===== config.mk =====
export PLATFORM = sky130hd
export DESIGN_NAME = recfg_supervisor
export DESIGN_NICKNAME = d
export VERILOG_FILES = /design/src/rtl/recfg_pkg.sv /design/src/rtl/recfg_ctrl_reg.sv /design/src/rtl/recfg_wdog.sv /design/src/rtl/recfg_status.sv /design/src/rtl/recfg_supervisor.sv
export SDC_FILE = /design/constraint.sdc
export NUM_CORES = 1
export LEC_CHECK = 0
export CAP_MARGIN = 40
export CORE_MARGIN = 4
export CORE_UTILIZATION = 27
export CTS_CLUSTER_SIZE = 28
export DETAILED_ROUTE_END_ITERATION = 10
export DONT_BUFFER_PORTS = 1
export GPL_TIMING_DRIVEN = 1
export PLACE_DENSITY_LB_ADDON = 0.1
export SYNTH_ARGS = -nofsm -noshare
export SYNTH_HDL_FRONTEND = slang
export SYNTH_SLANG_ARGS = --single-unit

===== constraint.sdc =====
create_clock -name clk -period 1.9 [get_ports clk]
set_input_delay 0.285 -clock clk [delete_from_list [all_inputs] [get_ports clk]]
set_output_delay 0.285 -clock clk [all_outputs]
set_load 0.01 [all_outputs]

===== src/rtl/recfg_pkg.sv =====
package recfg_pkg;
  // status bit indices (bit order is visible to software)
  localparam int ST_CRC   = 0;
  localparam int ST_EXT   = 1;
  localparam int ST_EARLY = 2;
  localparam int ST_BAD   = 3;
  localparam int ST_WDOG  = 4;
  localparam int STAT_W   = 5;
endpackage


===== src/rtl/recfg_ctrl_reg.sv =====
module recfg_ctrl_reg #(
  parameter int                  CTRL_W    = 39,
  parameter logic [CTRL_W-1:0]   RESET_VAL = '0
) (
  input  logic              clk,
  input  logic              rst_n,
  input  logic              wr_en,
  input  logic              wr_launch,
  input  logic [CTRL_W-1:0] wr_data,
  input  logic              trig_any,
  output logic [CTRL_W-1:0] ctrl_q,
  output logic              app_mode,
  output logic              launch
);
  logic accept;
  // writes are only honoured from the factory image
  assign accept = wr_en && !app_mode;
  assign launch = accept && wr_launch;

  always_ff @(posedge clk) begin
    if (!rst_n) begin
      ctrl_q   <= RESET_VAL;
      app_mode <= 1'b0;
    end else begin
      if (accept) ctrl_q <= wr_data;
      if (trig_any)    app_mode <= 1'b0;
      else if (launch) app_mode <= 1'b1;
    end
  end
endmodule


===== src/rtl/recfg_wdog.sv =====
module recfg_wdog #(
  parameter int CNT_W = 29
) (
  input  logic             clk,
  input  logic             rst_n,
  input  logic             start,
  input  logic             active,
  input  logic             kick,
  input  logic [CNT_W-1:0] reload,
  output logic             expire
);
  logic [CNT_W-1:0] cnt;
  logic             kick_ok;

  assign kick_ok = active && kick;
  assign expire  = active && !kick && (cnt == '0);

  always_ff @(posedge clk) begin
    if (!rst_n)                 cnt <= '0;
    else if (start || kick_ok)  cnt <= reload;
    else if (active && cnt != '0) cnt <= cnt - 1'b1;
  end
endmodule


===== src/rtl/recfg_status.sv =====
module recfg_status #(
  parameter int STAT_W = 5
) (
  input  logic              clk,
  input  logic              rst_n,
  input  logic [STAT_W-1:0] set_vec,
  input  logic              clr,
  output logic [STAT_W-1:0] status_q
);
  logic [STAT_W-1:0] kept;
  assign kept = clr ? '0 : status_q;

  always_ff @(posedge clk) begin
    if (!rst_n) status_q <= '0;
    else        status_q <= kept | set_vec;
  end
endmodule


===== src/rtl/recfg_supervisor.sv =====
module recfg_supervisor
  import recfg_pkg::*;
#(
  parameter int WD_FIELD_W   = 12,
  parameter int WD_LOW_W     = 17,
  parameter int WD_LOW_PAT   = 8,
  parameter int ADDR_FIELD_W = 22,
  parameter int ADDR_SHIFT   = 2,
  localparam int CTRL_W      = WD_FIELD_W + ADDR_FIELD_W + 5,
  localparam int BOOT_W      = ADDR_FIELD_W + ADDR_SHIFT
) (
  input  logic              clk,
  input  logic              rst_n,
  input  logic              wr_en,
  input  logic              wr_launch,
  input  logic [CTRL_W-1:0] wr_data,
  input  logic              rd_en,
  input  logic              rd_sel,
  output logic              rd_valid,
  output logic [CTRL_W-1:0] rd_data,
  input  logic              err_crc,
  input  logic              err_ext,
  input  logic              err_early_done,
  input  logic              err_bad_image,
  input  logic              wd_kick,
  output logic              reconfig_req,
  output logic              app_mode,
  output logic [BOOT_W-1:0] boot_addr
);
  localparam int WD_CNT_W  = WD_FIELD_W + WD_LOW_W;
  localparam int ADDR_LSB  = WD_FIELD_W;
  localparam int ADDR_MSB  = WD_FIELD_W + ADDR_FIELD_W - 1;
  localparam int B_SPARE1  = ADDR_MSB + 1;
  localparam int B_WD_EN   = ADDR_MSB + 2;
  localparam int B_OSC     = ADDR_MSB + 3;
  localparam int B_CHECK   = ADDR_MSB + 4;
  localparam int B_SPARE2  = ADDR_MSB + 5;
  localparam logic [CTRL_W-1:0] CTRL_RST =
    (CTRL_W'(1) << B_SPARE2) | (CTRL_W'(1) << B_CHECK) |
    (CTRL_W'(1) << B_OSC)    | (CTRL_W'(1) << B_WD_EN);

  logic [CTRL_W-1:0]   ctrl_q;
  logic [STAT_W-1:0]   status_q;
  logic [STAT_W-1:0]   trig;
  logic                trig_any;
  logic                launch;
  logic                wd_expire;
  logic [CTRL_W-1:0]   wd_src;
  logic [WD_CNT_W-1:0] wd_reload;

  recfg_ctrl_reg #(.CTRL_W(CTRL_W), .RESET_VAL(CTRL_RST)) u_ctrl (
    .clk(clk), .rst_n(rst_n), .wr_en(wr_en), .wr_launch(wr_launch),
    .wr_data(wr_data), .trig_any(trig_any), .ctrl_q(ctrl_q),
    .app_mode(app_mode), .launch(launch)
  );

  // at launch the new word is not yet stored, so take the field from the bus
  assign wd_src    = launch ? wr_data : ctrl_q;
  assign wd_reload = {wd_src[WD_FIELD_W-1:0], WD_LOW_W'(WD_LOW_PAT)};

  recfg_wdog #(.CNT_W(WD_CNT_W)) u_wdog (
    .clk(clk), .rst_n(rst_n), .start(launch),
    .active(app_mode && ctrl_q[B_WD_EN]), .kick(wd_kick),
    .reload(wd_reload), .expire(wd_expire)
  );

  always_comb begin
    trig           = '0;
    trig[ST_CRC]   = app_mode && err_crc;
    trig[ST_EXT]   = app_mode && err_ext;
    trig[ST_EARLY] = app_mode && ctrl_q[B_CHECK] && err_early_done;
    trig[ST_BAD]   = app_mode && ctrl_q[B_CHECK] && err_bad_image;
    trig[ST_WDOG]  = wd_expire;
  end
  assign trig_any = |trig;

  recfg_status #(.STAT_W(STAT_W)) u_stat (
    .clk(clk), .rst_n(rst_n), .set_vec(trig),
    .clr(rd_en && rd_sel), .status_q(status_q)
  );

  always_ff @(posedge clk) begin
    if (!rst_n) begin
      reconfig_req <= 1'b0;
      rd_valid     <= 1'b0;
      rd_data      <= '0;
    end else begin
      reconfig_req <= trig_any;
      rd_valid     <= rd_en;
      if (rd_en)
        rd_data <= rd_sel ? {{(CTRL_W-STAT_W){1'b0}}, status_q} : ctrl_q;
    end
  end

  assign boot_addr = app_mode ? {ctrl_q[ADDR_MSB:ADDR_LSB], {ADDR_SHIFT{1'b0}}}
                              : '0;
endmodule


Yosys cells after proc, flatten, opt, wreduce, memory -nomap -nowiden
Cells that the tools add are included.
- add/sub/neg operators: 1
- multiplexer cells: 6
- bitwise operators: 2
- reductions and logical operators: 22
- operators with widths (cell ; number):
    $mux W29 ; 2
    $mux W39 ; 1
    $logic_not A29 Y1 ; 1
    $reduce_bool A29 Y1 ; 1
    $sub A29 B1 Y29 const B ; 1
    $mux W24 ; 1
    $logic_and A1 B1 Y1 ; 13
    $mux W12 ; 1
    $reduce_or A6 Y1 ; 1
    $mux W5 ; 1
    $or A5 B5 Y5 ; 1
    $reduce_or A5 Y1 ; 1
    $logic_not A1 Y1 ; 2
    $reduce_bool A2 Y1 ; 1
    $reduce_or A2 Y1 ; 1
    $logic_or A1 B1 Y1 ; 1
    $not A1 Y1 ; 1
- register bits: 115
- bits of input ports: 50
- output and inout bits: 66
- logic and storage cells: 39

Depth between registers and ports, before layout
- depth after elaboration: 5
- gate-level depth with buffers: 9
- mapped depth without buffers: 8

Cells and area by module
Synthesis repeated with hierarchy kept, for this count alone.
- cells, all modules: 639
- area, all modules: 5706.7 um^2
- by module, submodules not included (module ; instances ; cells an instance ; area an instance (um^2) ; sequential area each (um^2)):
    recfg_supervisor ; 1 ; 229 ; 2113.3 ; 820.8
    recfg_wdog ; 1 ; 221 ; 1774.2 ; 580.6
    recfg_ctrl_reg ; 1 ; 174 ; 1650.3 ; 800.8
    recfg_status ; 1 ; 15 ; 168.9 ; 100.1

Worst setup path after synthesis
Ideal clock, no wire load.
- kind: reg2reg
- start point: register u_wdog.cnt[0]
- end point: register u_wdog.cnt[24]
- library setup time: 0.127 ns
- data arrival time: 1.900 ns
- data required time: 1.773 ns
- slack: -0.127 ns
- cell stages (with the launch flop): 10
- buffers on the path: 1
- period minus slack after synthesis: 2.027 ns
- cell sequence: dfxtp_1 inv_1 ha_1 nor4b_2 and4b_1 buf_2 nand2_1 or3_2 mux2i_1 o21ai_1
- word-level cells in the longest chain between the ends: 3
- elaborated cells between the ends (all ways): 6
- those cells by class: add/sub (1); mux (2); reduce/logical (3)
- RTL lines (element ; RTL line ; RTL):
    start: declaration ; recfg_wdog.sv:12 ; logic [CNT_W-1:0] cnt;
    start signal: assignment ; recfg_wdog.sv:20 ; else if (start || kick_ok) cnt <= reload;
    start signal: assignment ; recfg_wdog.sv:21 ; else if (active && cnt != '0) cnt <= cnt - 1'b1;
    $sub A29 B1 Y29 or $reduce_bool A29 Y1 (tied branches) ; recfg_wdog.sv:21 ;
    $mux W29 or $logic_and A1 B1 Y1 (tied branches) ; recfg_wdog.sv:21 ;
    $mux W29 or $reduce_bool A2 Y1 (tied branches) ; n/a ;
Parallel ways exist; a longest one is shown, timed or not. The select of a mux whose other input is x is not followed.
A chain may end at the register's enable or synchronous reset.

Worst setup path after layout
- start point: register u_wdog.cnt[1]
- end point: register u_wdog.cnt[20]
Same word-level chain as after synthesis.

==> summary.txt <==
Timing
  – Peak Freq: 505.3 MHz
  – Fin crit period: 1.979 ns
  – Slew @ Worst Pin: 0.6268 ns
  – Final TNS setup: -0.1714 ns
  – Final Slew Violations: 0
  – Final Hold Viols: 0
  – Setup violations, final: 7
  – Fin Clk Skew: 0.01059 ns
  – Setup ws final: -0.07899 ns
  – Period utilization: 104.2%
  – RSZ-0062 raised after global routing: true
  – Slew Limit Headroom: 58.08%

Cells and area
  – Final core utilization: 36.30%
  – Register area: 2306 um2
  – Final Instance Area: 6366 um2
  – # fillers: 1829
  – Final net count: 656
  – Diode count: 0
  – Area delta synth->final: 30.09%
  – Share of post-route cells with drive strength above 1: 19.77%
  – Area occupied by multi-input gates: 2601 um2

Clock network
  – H-Tree Depth: 4
  – CTS tree: yes
  – Clock transition at the registers of the reported paths: 0.06 ns
  – CTS Buffer Depth: 2
  – Root Driver: clkbuf_16
  – Clock sinks: 115
  – Inserted Clock Buffers: 17
  – Clock latency on the worst-skew pair: 0.41 ns

Critical path
  – Worst path required time: 2.19 ns
  – Delay-heaviest family, CP: simple AND/OR/NAND/NOR gates
  – WP buf/inv: 3
  – Most frequent CP cell: buf_4
  – Setup CP Type: reg -> reg
  – Worst Setup End Kind: flip-flop
  – CP peak stage delay: 0.33 ns
  – Crit-path max FO: 5
  – Cell with the largest stage delay on the worst path: dfxtp_2
  – Crit-path cells: inv_2, ha_2, nor4b_4, buf_4, nand4b_1, a211oi_1, buf_4, nor2b_1, xnor2_1, o21ai_1
  – Nature of the critical path startpoint: flip-flop
  – Arr. time, crit path: 2.27 ns

Drt
  – Post-Route WL: 14100 um
  – Final ANT Viol Nets: 0
  – Vias per cell: 4.748
  – DRT iter0 DRCs: 178
  – Routed via count: 3998
  – Residual DRC count: 0
  – WL per Instance: 16.75 um
  – Pre-Repair DR Iteration Count: 4

Floorplanning
  – Starting Density: 27.90%
  – Die W: 142.6 um
  – Row cnt: 48
  – Core Footprint: 17540 um2
  – Die Y: 142.6 um
  – I/O pin count: 116
  – Die area: 20340 um2

Power
  – PwrDens: 1053 nW/um2
  – Final Power: 6.702 mW
  – Combinational power share: 12.9%
  – Max VDD drop: 0.6176 mV
  – Clock Power Share: 47.5%
  – Internal power: 5.022 mW
  – Net Sw Frac: 25.06%
  – Leakage: 2.580 nW
  – Sequential group share of total power: 39.6%
  – Switching pwr: 1.679 mW

Global routing
  – Largest net degree at the start of global routing: 60
  – Total track usage: 14.08%
  – Initial antenna violation count: 0
  – Global-route wire length before repair: 22400 um
  – Vias in the first global route: 4033
  – Overflow after GRT: 0

Placement
  – Placed cell areas: 5374 um2
  – DP HPWL: 9072 um
  – Placer congestion estimate: 0.7539
  – Port Buffer Count: 0
  – Place WS: -0.1450 ns

Logic synthesis
  – Synthesized area per cell: 8.849 um2
  – Synth unique cells: 48
  – Asr flop ratio synth: 0%
  – Cells after Synth: 553
  – Top_reg_cell synth: dfxtp_1
  – Number of synthesized flops with an enable pin: 0
  – Synthesized cell area: 4893 um2
  – Synth Register Bits: 115
  – Warnings, synthesis: 0
  – Sequential fraction of the synthesis area: 47.05%

Min path
  – Hold Crit Class: in -> reg

Status
  – Failing checks: negative setup slack
  – Outcome: finished, violations left

Flow run
  – Max Cap Viol: 0
## cell usage after synthesis, drive strengths merged (2+ instances only)
master	number	area, um2
nand2b	3	18.77
o211a	5	50.05
xnor2	6	52.55
xor2	18	157.7
clkbuf	26	97.59
a32oi	3	26.28
dfxtp	115	2302
nand2	117	439.2
a22o	10	87.58
o21ai	11	55.05
nor2	61	229.0
nand3	7	40.04
a22oi	2	15.01
and2	24	150.1
buf	9	43.79
a31oi	4	31.28
and3	2	12.51
a21oi	4	20.02
nand3b	2	15.01
a21boi	36	270.3
nor3	8	45.04
or3	2	15.01
nand4b	5	43.79
a211oi	2	15.01
nor4	6	73.82
nor2b	8	50.05
mux2i	41	410.4
inv	4	15.01
## power groups by stage
stage	combinational (mW)	sequential, mW	clock [mW]
after floorplan	0.521	2.68	0
after global placement	0.718	2.70	0
after detailed placement	0.722	2.70	0
after CTS	0.794	2.65	3.28
after global routing	0.957	2.67	3.40
final	0.867	2.65	3.18
## state kept, by name (all words and copies together), names as in the netlist
signal / cells
rd_data: 39
u_ctrl.app_mode: 1
u_ctrl.ctrl_q: 39
u_stat.status_q: 5
u_wdog.cnt: 29
rd_valid: 1
reconfig_req: 1
## final cells by class
class / instances / area share [%]
Inverter: 4 / 0.2358
Multi-Input combinational cell: 400 / 40.86
Clock buffer: 22 / 7.606
Timing Repair Buffer: 67 / 9.021
Sequential cell: 115 / 36.22
Clock inverter: 9 / 1.631
Tap cell: 225 / 4.422
## stage by stage
step           hold slack [ns]  cells
6_report               0.01780    842
4_1_cts              0.0003488    837
3_5_place_dp            0.3754    786
3_3_place_gp            0.3703    786
2_1_floorplan           0.4092    554
5_1_grt               0.006143    842
## placed cells by master, fill, tap and decap left out, types with 6 or more instances in the layout
master         synthesis  layout
a21boi_0              36      35
a22o_1                10      10
and2_1                24      24
buf_4                  2      43
clkbuf_16              0      17
dfxtp_1              115     112
dlygate4sd3_1          0      18
mux2i_1               41      41
nand2_1              117     110
nand2_2                0       7
nor2_1                61      60
nor2b_1                8       7
o21ai_1                2       6
xor2_1                18      18
## metal layers
| layer | GRT usage, % | vias up | routed length [um] |
|---|---|---|---|
| met5 | 0 | - | 0 |
| met1 | 17.41 | 1943 | 6308 |
| met2 | 22.23 | 85 | 6644 |
| li1 | - | 1958 | - |
| met3 | 5.626 | 12 | 957 |
| met4 | 5.103 | 0 | 193 |
## kinds of logic (layout without fill, tap and decap cells)
group                    Yosys count  count (layout)  share of synthesized area, %
XOR/XNOR                          24              24                         4.296
multiplexers                      41              41                         8.387
flip-flops                       115             115                         47.05
other                              1               2                       0.07663
adder cells (fa/ha/maj)            1               1                        0.2556
AO/OA/AOI/OAI                     79              79                         11.99
buffers and inverters             39             102                         3.196
AND/OR/NAND/NOR                  253             253                         24.75
## repair_timing
item,in CTS,in global routing
hold buffers,18,0
buffers inserted,2,5
endpoints found under the hold margin,21,0
gates resized for setup,10,36
cloned,0,0
endpoints found under the setup margin,24,31
pin swaps,3,18
## path summary, 6_finish.rpt
path                startpoint                end  slack [ns]  depth (start not counted)
max              u_wdog.cnt[1]     u_wdog.cnt[20]       -0.08                         10
min                wr_data[12]  u_ctrl.ctrl_q[12]        0.02                          2
max reg2reg      u_wdog.cnt[1]     u_wdog.cnt[20]       -0.08                         10
min reg2reg  u_ctrl.ctrl_q[34]  u_ctrl.ctrl_q[34]        0.47                          2
Note: power is estimated with default switching activity, not from simulation.
